File: config.mk
export PLATFORM = sky130hd
export DESIGN_NAME = ind_reg_bridge
export DESIGN_NICKNAME = d
export VERILOG_FILES = /design/src/rtl/irb_pkg.sv /design/src/rtl/irb_decode.sv /design/src/rtl/irb_regbank.sv /design/src/rtl/irb_seq.sv /design/src/rtl/ind_reg_bridge.sv
export SDC_FILE = /design/constraint.sdc
export NUM_CORES = 1
export LEC_CHECK = 0
export BUFFER_PORTS_ARGS = -buffer_cell sky130_fd_sc_hd__buf_2
export CAP_MARGIN = 20
export CORE_ASPECT_RATIO = 0.6
export CORE_MARGIN = 4
export CORE_UTILIZATION = 52
export DETAILED_ROUTE_END_ITERATION = 8
export PLACE_DENSITY = 0.88
export SETUP_SLACK_MARGIN = 0.15
export SYNTH_ARGS = -nofsm -noshare
export SYNTH_HDL_FRONTEND = slang
export SYNTH_HIERARCHICAL = 1
export SYNTH_SLANG_ARGS = --single-unit
File: constraint.sdc
create_clock -name clk -period 1.9 [get_ports clk]
set_input_delay 0.38 -clock clk [delete_from_list [all_inputs] [get_ports clk]]
set_output_delay 0.38 -clock clk [all_outputs]
set_load 0.02 [all_outputs]
File: src/rtl/irb_pkg.sv
package irb_pkg;

    // Command word field positions; the host encoding depends on them
    localparam int CMD_W   = 64;
    localparam int GO_POS  = 63;
    localparam int OP_HI   = 59;
    localparam int OP_LO   = 58;
    localparam int RD_POS  = 56;
    localparam int SEL_HI  = 34;
    localparam int SEL_LO  = 32;

    localparam logic [2:0] SEL_DATA    = 3'd1;
    localparam logic [2:0] SEL_CTL     = 3'd2;
    localparam logic [2:0] SEL_CLKSTAT = 3'd3;
    localparam logic [2:0] SEL_FLUSH   = 3'd7;

    typedef enum logic [1:0] {
        OP_RSVD0  = 2'b00,
        OP_RSVD1  = 2'b01,
        OP_CLKDIV = 2'b10,
        OP_REGS   = 2'b11
    } op_e;

    typedef enum logic [2:0] {
        SRC_NONE,
        SRC_DATA,
        SRC_CTL,
        SRC_STAT,
        SRC_CLKDIV
    } rd_src_e;

    typedef enum logic [1:0] {
        ST_IDLE,
        ST_DECODE,
        ST_WAIT,
        ST_COMMIT
    } seq_state_e;

    typedef struct packed {
        logic data;
        logic ctl;
        logic clkctl;
        logic clkdiv;
        logic flush;
    } wr_strobe_t;

endpackage

File: src/rtl/irb_decode.sv
module irb_decode
    import irb_pkg::*;
#(
    parameter int REG_W = 8
) (
    input  op_e              op,
    input  logic             rd_flag,
    input  logic [2:0]       sel,
    input  logic [REG_W-1:0] data_in,
    output rd_src_e          rd_src,
    output wr_strobe_t       wr_req,
    output logic             is_read,
    output logic [REG_W-1:0] wr_byte
);

    always_comb begin
        rd_src  = SRC_NONE;
        wr_req  = '0;
        is_read = rd_flag;
        wr_byte = data_in;
        unique case (op)
            OP_REGS: begin
                case (sel)
                    SEL_DATA: begin
                        rd_src      = SRC_DATA;
                        wr_req.data = 1'b1;
                    end
                    SEL_CTL: begin
                        rd_src     = SRC_CTL;
                        wr_req.ctl = 1'b1;
                    end
                    SEL_CLKSTAT: begin
                        rd_src        = SRC_STAT;
                        wr_req.clkctl = 1'b1;
                    end
                    SEL_FLUSH: begin
                        rd_src       = SRC_NONE;
                        wr_req.flush = 1'b1;
                    end
                    default: begin
                        rd_src = SRC_NONE;
                        wr_req = '0;
                    end
                endcase
            end
            OP_CLKDIV: begin
                rd_src        = SRC_CLKDIV;
                wr_req.clkdiv = 1'b1;
            end
            OP_RSVD0, OP_RSVD1: begin
                rd_src = SRC_NONE;
                wr_req = '0;
            end
        endcase
    end

endmodule

File: src/rtl/irb_regbank.sv
module irb_regbank
    import irb_pkg::*;
#(
    parameter int             REG_W       = 8,
    parameter logic [REG_W-1:0] CLK_DIV_RST = 8'h18,
    parameter logic [REG_W-1:0] IDLE_CODE   = 8'hF8,
    parameter logic [REG_W-1:0] START_CODE  = 8'h08,
    parameter int             LAUNCH_BIT  = 5,
    parameter int             HALT_BIT    = 4
) (
    input  logic             clk,
    input  logic             rst_n,
    input  wr_strobe_t       wr_stb,
    input  logic [REG_W-1:0] wr_byte,
    input  rd_src_e          rd_src,
    output logic [REG_W-1:0] rd_val,
    output logic [REG_W-1:0] status_q
);

    logic [REG_W-1:0] data_q;
    logic [REG_W-1:0] ctl_q;
    logic [REG_W-1:0] clkctl_q;
    logic [REG_W-1:0] clkdiv_q;

    always_ff @(posedge clk) begin
        if (!rst_n) begin
            data_q   <= '0;
            ctl_q    <= '0;
            clkctl_q <= '0;
            clkdiv_q <= CLK_DIV_RST;
            status_q <= IDLE_CODE;
        end else begin
            if (wr_stb.flush) begin
                data_q   <= '0;
                ctl_q    <= '0;
                status_q <= IDLE_CODE;
            end
            if (wr_stb.data) begin
                data_q <= wr_byte;
            end
            if (wr_stb.ctl) begin
                ctl_q <= wr_byte;
                if (wr_byte[LAUNCH_BIT]) begin
                    status_q <= START_CODE;
                end else if (wr_byte[HALT_BIT]) begin
                    status_q <= IDLE_CODE;
                end
            end
            if (wr_stb.clkctl) begin
                clkctl_q <= wr_byte;
            end
            if (wr_stb.clkdiv) begin
                clkdiv_q <= wr_byte;
            end
        end
    end

    always_comb begin
        unique case (rd_src)
            SRC_DATA:   rd_val = data_q;
            SRC_CTL:    rd_val = ctl_q;
            SRC_STAT:   rd_val = status_q;
            SRC_CLKDIV: rd_val = clkdiv_q;
            default:    rd_val = '0;
        endcase
    end

    // clock-control is write-only from the host side; keep it observable
    logic clkctl_parity;
    assign clkctl_parity = ^clkctl_q;
    logic unused_ok;
    assign unused_ok = clkctl_parity;

endmodule

File: src/rtl/irb_seq.sv
module irb_seq
    import irb_pkg::*;
#(
    parameter int REG_W         = 8,
    parameter int ACCESS_CYCLES = 4
) (
    input  logic             clk,
    input  logic             rst_n,
    input  logic             host_we,
    input  logic [CMD_W-1:0] host_wdata,
    input  logic             is_read,
    input  wr_strobe_t       wr_req,
    input  logic [REG_W-1:0] rd_val,
    output logic [CMD_W-1:0] cmd_q,
    output wr_strobe_t       wr_stb
);

    localparam int WAIT_CYC = (ACCESS_CYCLES > 2) ? ACCESS_CYCLES - 2 : 0;
    localparam int CNT_W    = (WAIT_CYC > 1) ? $clog2(WAIT_CYC) : 1;

    seq_state_e state, state_nxt;
    logic       launch;
    logic       cnt_done;

    assign launch = host_we && host_wdata[GO_POS];

    generate
        if (WAIT_CYC > 0) begin : g_wait
            logic [CNT_W-1:0] cnt;
            always_ff @(posedge clk) begin
                if (!rst_n) begin
                    cnt <= '0;
                end else if (state == ST_DECODE) begin
                    cnt <= CNT_W'(WAIT_CYC - 1);
                end else if (state == ST_WAIT && cnt != '0) begin
                    cnt <= cnt - 1'b1;
                end
            end
            assign cnt_done = (cnt == '0);
        end else begin : g_nowait
            assign cnt_done = 1'b1;
        end
    endgenerate

    // state register
    always_ff @(posedge clk) begin
        if (!rst_n) begin
            state <= ST_IDLE;
        end else begin
            state <= state_nxt;
        end
    end

    always_comb begin
        state_nxt = state;
        unique case (state)
            ST_IDLE:   if (launch) state_nxt = ST_DECODE;
            ST_DECODE: state_nxt = (WAIT_CYC == 0) ? ST_COMMIT : ST_WAIT;
            ST_WAIT:   if (cnt_done) state_nxt = ST_COMMIT;
            ST_COMMIT: state_nxt = ST_IDLE;
        endcase
    end

    // outputs: command word and register strobes
    always_ff @(posedge clk) begin
        if (!rst_n) begin
            cmd_q <= '0;
        end else begin
            unique case (state)
                ST_IDLE: begin
                    if (launch) cmd_q <= host_wdata;
                end
                ST_COMMIT: begin
                    cmd_q[GO_POS] <= 1'b0;
                    if (is_read) cmd_q[REG_W-1:0] <= rd_val;
                end
                default: begin
                end
            endcase
        end
    end

    always_comb begin
        wr_stb = '0;
        if (state == ST_COMMIT && !is_read) begin
            wr_stb = wr_req;
        end
    end

endmodule

File: src/rtl/ind_reg_bridge.sv
module ind_reg_bridge
    import irb_pkg::*;
#(
    parameter int               REG_W         = 8,
    parameter int               ACCESS_CYCLES = 4,
    parameter logic [REG_W-1:0] CLK_DIV_RST   = 8'h18,
    parameter logic [REG_W-1:0] IDLE_CODE     = 8'hF8
) (
    input  logic        clk,
    input  logic        rst_n,
    input  logic        csr_we,
    input  logic [63:0] csr_wdata,
    output logic [63:0] csr_rdata
);

    logic [CMD_W-1:0] cmd_q;
    rd_src_e          rd_src;
    wr_strobe_t       wr_req;
    wr_strobe_t       wr_stb;
    logic             is_read;
    logic [REG_W-1:0] wr_byte;
    logic [REG_W-1:0] rd_val;
    logic [REG_W-1:0] status_q;

    irb_decode #(.REG_W(REG_W)) u_dec (
        .op      (op_e'(cmd_q[OP_HI:OP_LO])),
        .rd_flag (cmd_q[RD_POS]),
        .sel     (cmd_q[SEL_HI:SEL_LO]),
        .data_in (cmd_q[REG_W-1:0]),
        .rd_src  (rd_src),
        .wr_req  (wr_req),
        .is_read (is_read),
        .wr_byte (wr_byte)
    );

    irb_seq #(.REG_W(REG_W), .ACCESS_CYCLES(ACCESS_CYCLES)) u_seq (
        .clk        (clk),
        .rst_n      (rst_n),
        .host_we    (csr_we),
        .host_wdata (csr_wdata),
        .is_read    (is_read),
        .wr_req     (wr_req),
        .rd_val     (rd_val),
        .cmd_q      (cmd_q),
        .wr_stb     (wr_stb)
    );

    irb_regbank #(
        .REG_W       (REG_W),
        .CLK_DIV_RST (CLK_DIV_RST),
        .IDLE_CODE   (IDLE_CODE)
    ) u_bank (
        .clk      (clk),
        .rst_n    (rst_n),
        .wr_stb   (wr_stb),
        .wr_byte  (wr_byte),
        .rd_src   (rd_src),
        .rd_val   (rd_val),
        .status_q (status_q)
    );

    assign csr_rdata = cmd_q;

endmodule

=== After elaboration in Yosys (flattened, before gate mapping) ===
Index checks and enable logic that the tools add are counted.

* Reduce and logical (&&, ||, !) cells: 16
* Equal/unequal tests: 17
* Multiplexer cells: 27
* Add/subtract/negate cells: 1

{| class="wikitable"
|+ Operators with widths
! kind !! count
|-
| $mux 64 || 1
|-
| $mux 8 || 8
|-
| $pmux 8 s4 || 1
|-
| $pmux 8 s2 || 1
|-
| $eq 3x2->1 const B || 4
|-
| $pmux 3 s3 || 1
|-
| $eq 2x2->1 const B || 4
|-
| $pmux 2 s4 || 1
|-
| $reduce_bool 2->1 || 4
|-
| $mux 1 || 7
|-
| $eq 3x1->1 const B || 2
|-
| $eq 3x3->1 const B || 2
|-
| $pmux 2 s3 || 1
|-
| $reduce_and 2->1 || 3
|-
| $mux 5 || 1
|-
| $eq 2x1->1 const B || 2
|-
| $logic_not 2->1 || 2
|-
| $mux 2 || 2
|-
| $ne 2x1->1 const B || 2
|-
| $pmux 1 s2 || 2
|-
| $logic_and 1x1->1 || 3
|-
| $mux 3 || 1
|-
| $reduce_and 3->1 || 1
|-
| $reduce_or 3->1 || 1
|-
| 4 further kinds || 4
|}

* Bits in registers: 99
* Output and inout port bits: 64
* Bits of input ports: 67

=== Logic depth before layout (Yosys ltp) ===
* Depth in word-level cells: 8
* Depth in mapped cells: 8

=== Cells and area by module ===
Netlist, hierarchy kept.

{| class="wikitable"
|+ Modules (own cells, without submodules)
! module !! cells each !! sequential area each (um^2) !! times used !! area an instance (um^2)
|-
| irb_seq || 329 || 1341.3 || 1 || 2693.8
|-
| irb_regbank || 158 || 640.6 || 1 || 1579.0
|-
| irb_decode || 22 || 0.0 || 1 || 160.2
|}

=== Worst setup path after synthesis ===
OpenSTA, ideal clock, no wires.

* Path kind: reg2reg
* Start point: reg u_seq.cmd_q[59]
* End point: reg u_seq.cmd_q[0]
* Data arrival time: 1.790 ns
* Stages on the path, launching flop included: 9
* Slack: 0.040 ns
* Clock period less this slack: 1.860 ns
* Data required time: 1.830 ns
* Path buffers: 1
* Cells stage by stage: dfxtp_1 -> nand3b_4 -> nor2_1 -> clkbuf_1 -> nand4bb_1 -> o211ai_1 -> nand2_1 -> a211o_1 -> a21oi_1

* Longest elaborated chain between the ends: 7
* Elaborated cells on any way between the ends: 13
* Classes of those cells: 7 x eq/ne; 4 x mux; 2 x reduce/logical

{| class="wikitable"
|+ RTL lines
! element !! RTL line !! RTL
|-
| start, declared || irb_seq.sv:14 || <nowiki>output logic [CMD_W-1:0] cmd_q,</nowiki>
|-
| start signal, assigned || irb_seq.sv:71 || <nowiki>if (launch) cmd_q <= host_wdata;</nowiki>
|-
| start signal, assigned by index || irb_seq.sv:75 || <nowiki>if (is_read) cmd_q[REG_W-1:0] <= rd_val;</nowiki>
|-
| $eq 2x1->1 / $logic_not 2->1 (equally long branches) || irb_decode.sv:21 || <nowiki>unique case (op)</nowiki>
|-
| $reduce_or 2->1 || irb_decode.sv:21 ||
|-
| $pmux 3 s3 * || irb_decode.sv:21 ||
|-
| net rd_src[0] || ind_reg_bridge.sv:17 || <nowiki>rd_src_e rd_src;</nowiki>
|-
| $eq 3x3->1 (tied with other cells) || irb_regbank.sv:59 || <nowiki>unique case (rd_src)</nowiki>
|-
| $pmux 8 s4 * || irb_regbank.sv:59 ||
|-
| net rd_val[0] || ind_reg_bridge.sv:22 || <nowiki>logic [REG_W-1:0] rd_val;</nowiki>
|-
| $mux 8 * || irb_seq.sv:75 ||
|-
| $pmux 8 s2 * || irb_seq.sv:69 || <nowiki>unique case (state)</nowiki>
|}

Mark *: on every way through the listed nets, which the timed path passes. The rest lies on a longest branch. The select of a mux whose other input is x is not followed.
A chain may end at the register's enable or synchronous reset.

=== Worst setup path after layout ===
* Start point: reg u_seq.cmd_q[34]
* End point: reg u_seq.cmd_q[6]

* Longest elaborated chain between the ends: 7
* Elaborated cells on any way between the ends: 12
* Classes of those cells: 7 x eq/ne; 5 x mux

{| class="wikitable"
|+ RTL lines
! element !! RTL line !! RTL
|-
| $eq 3x2->1 / $eq 3x1->1 (equally long branches) || irb_decode.sv:23 || <nowiki>case (sel)</nowiki>
|-
| $pmux 2 s3 * || irb_decode.sv:23 ||
|-
| $pmux 3 s3 * || irb_decode.sv:21 ||
|-
| net rd_src[0] || ind_reg_bridge.sv:17 ||
|-
| $eq 3x3->1 (tied with other cells) || irb_regbank.sv:59 ||
|-
| $pmux 8 s4 * || irb_regbank.sv:59 ||
|-
| net rd_val[6] || ind_reg_bridge.sv:22 ||
|-
| $mux 8 * || irb_seq.sv:75 ||
|-
| $pmux 8 s2 * || irb_seq.sv:69 ||
|}

Marks and branches as above.

==> results.md <==
- The worst register-to-register path begins at u_seq/cmd_q[34].
- Power spread over the standard cell area amounts to 1040 nW/µm².
- The die covers 10100 µm².
- The count of final hold-check violations came to 0.
- The critical path class is reg -> reg.
- The total overflow left after global routing is 0.
- In this run the most critical hold path is launched from csr_wdata[59].
- In this design, the stage delay of the slowest critical-path cell is around 340 ps.
- The transition time at the pin with the least slew margin is 417 ps.
- The share of final-layout standard cells stronger than drive strength 1 is approximately a third.
- The sink count of the clock tree is ~100.
- Detailed routing inserted a total of just over 4000 vias.
- The maximum number of pins on one net before global-route repair is 56.
- The cell count of the worst hold path is 3.
- In this run the worst path has a maximum fanout of 12.
- The signal on the critical path passes through nand3b_4, nor2_4, clkbuf_16, nand4bb_1, o211ai_1, nand2_1, a211o_1, a21oi_2.
- In this run the number of H-tree levels came out at 3.
- Averaged over all synthesized cells, the footprint is just under 9 µm².
- Once the floorplan was initialized, standard cells occupied 54.7% of the core.
- For the worst-skew pair, the clock arrives at the later sink with an insertion delay of around 340 ps.
- After floorplanning, the core was divided into 25 placement rows.
- For this run, the number of Yosys warnings is 6.
- Setup repair after global routing could not meet its margin everywhere.
- The run finished with clean final reports.
- TritonCTS built the clock tree.
- Dividing the final minimum period by the clock period gives a little over nine tenths.
- The setup check on the worst reg-to-reg path leaves a slack of between 100 and 150 ps.
- The starting DRC count in detailed routing is 258.
- The number of maximum-capacitance violations is 0.
- After detailed routing, the number of remaining DRC violations is 0.
- The cell at the root of the clock tree is sky130_fd_sc_hd__clkbuf_16.
- The number of search-and-repair iterations in the first detailed-routing pass is 5.
- The core region is slightly above 8000 µm².
- STA puts the critical path data arrival time at ~2100 ps.
- Hold repair after CTS inserted 0 buffers.
- After detailed routing, the average wire length per cell comes to between 15 and 20 µm.
- The clock input transition at the sequential cells of the worst setup and hold paths is roughly 60 ps.
- The highest clock frequency the design can meet is 0.558 GHz.
- Synthesis produced a netlist with a net count of approximately 580.
- The storage element area is a little under 2000 µm².
- The horizontal die dimension is approximately 130 µm.
- During placement, the flow inserted port buffers numbering 130.
- The type of destination of the critical path is a register.
- The number of inserted diodes is 0.
- The filler cells instantiated in the layout total 637.
- The kind of start point of the critical path is a register.
- The TritonCTS buffer count is 9.
- The final wirelength is roughly 12000 µm.
- The worst min-delay path category is in -> reg.
- The global-route wire length before repair is around 19000 µm.
- The capture instance of the worst register-to-register path is u_seq/cmd_q[6].
- The post-synthesis instance area is approximately 4400 µm².
- The number of antenna violations at the first check in global routing was 0.
- The setup clock skew after layout is 5.25 ps.
- For the worst flop-to-flop path, the logic depth is 8.
- The number of global-route vias before repair is ~3800.
- STA puts the critical path data required time at 2170 ps.
- The maximum vdd ir drop is 0.731 mV.
- Setup violations remaining at the end of the flow were counted as 0.
- The post-DP HPWL is just over 8000 µm.
- The routability congestion estimate is approximately 0.85.
- The via-per-instance ratio is around 5.6.
- From synthesis to final layout, the design area changed by 25.7%.
- The analysis attributes to cell leakage a power of around 0.0023 µW.
- The accumulated negative setup slack is 0 ps.
- After the last flow step, the layout net total stands at 694.
- The relative slew slack is around 72%.
- Across all hold checks on the routed design, the worst slack comes to approximately 280 ps.
- The floorplan step set the die height to 79.4 µm.
- The count of nets left with antenna violations once routing finished came out at 0.
- The endpoint of the worst hold-timing path is u_seq/cmd_q[59].
- The max-slew violation total from the final report was 0.
- The multi-input combinational cells in the finished layout cover a total of roughly 2200 µm².
- No sink is reached through more buffers than the 2 on the longest clock path.
- The slowest stage cell on the critical path is sky130_fd_sc_hd__dfxtp_2.
- The worst path in the final design needs a cycle of 1790 ps, including I/O delays and setup.
- Synthesis produced 507 cells.
- In the global route stage, overall resource usage came out at between 20% and 30%.
- ~130 I/O pins were placed.
[registers in the layout (all words and copies together) (netlist names)]
register          cells
u_bank/ctl_q          8
u_bank/clkdiv_q       8
u_bank/data_q         8
u_bank/status_q       8
u_seq/g_wait.cnt      1
u_seq/cmd_q          64
u_seq/state           2
[cell type report]
type | instances | area share [%]
clock buffers | 12 | 4.80
clock inverters | 4 | 0.856
inverters | 10 | 0.676
multi-input cells | 351 | 39.1
flip-flops and latches | 99 | 35.8
well taps | 108 | 2.43
repair buffers | 151 | 16.3
[report_power, final]
group / switching [µW] / internal [µW]
Sequential: 132 / 2260
Combinational: 920 / 564
Clock: 748 / 1120
[worst max-delay path by stage]
stage,startpoint,to
final,u_seq/cmd_q[34],u_seq/cmd_q[6]
after global routing,u_seq/cmd_q[34],u_seq/cmd_q[7]
after global placement,u_seq/cmd_q[58],u_seq/cmd_q[1]
after detailed placement,u_seq/cmd_q[58],u_seq/cmd_q[4]
after CTS,u_seq/cmd_q[34],u_seq/cmd_q[4]
after floorplan,u_seq/cmd_q[33],u_seq/cmd_q[0]
[cells in the final DEF, fill, tap and decap left out, types with 9 or more instances in the layout]
cell,instances
sky130_fd_sc_hd__a21boi_1,15
sky130_fd_sc_hd__a21oi_1,60
sky130_fd_sc_hd__buf_2,130
sky130_fd_sc_hd__buf_4,14
sky130_fd_sc_hd__clkbuf_16,11
sky130_fd_sc_hd__dfxtp_1,93
sky130_fd_sc_hd__inv_1,9
sky130_fd_sc_hd__mux2i_1,12
sky130_fd_sc_hd__nand2_1,138
sky130_fd_sc_hd__nand4bb_1,16
sky130_fd_sc_hd__o21ai_0,10
sky130_fd_sc_hd__or3b_1,17
[critical path: cells and delay by family, from the launching register on]
kind | cells | cell delay (ps)
compound gates | 3 | 570
buf+inv | 1 | 210
flops | 1 | 340
simple gates | 4 | 600
[metal layers]
metal	up-vias	part of all wire (%)	global-route usage (%)
li1	1947	-	-
met1	1929	44	29.9
met2	209	45	36.9
met3	33	8.8	5.88
met4	0	2.5	10.1
met5	-	0	0
[through the flow]
| step | instance area [µm²] | std cells | util (%) | setup slack [ps] | power, µW |
|---|---|---|---|---|---|
| 2_1_floorplan | 4430 | 507 | - | 173 | 3420 |
| 3_3_place_gp | 5060 | 712 | 62.7 | 218 | 3660 |
| 3_5_place_dp | 5060 | 712 | 62.7 | 103 | 3730 |
| 4_1_cts | 5390 | 729 | 66.8 | 134 | 5630 |
| 5_1_grt | 5550 | 735 | 68.8 | 59.6 | 6010 |
| 6_report | 5550 | 735 | 68.8 | 107 | 5750 |
[what timing repair did]
item,in CTS,in global routing
setup endpoints to repair,15,65
resized for setup,4,22
pin swaps,0,22
cloned,1,2
buffers inserted,0,4
hold endpoints to repair,0,0
Power figures use the tool's default switching activity.
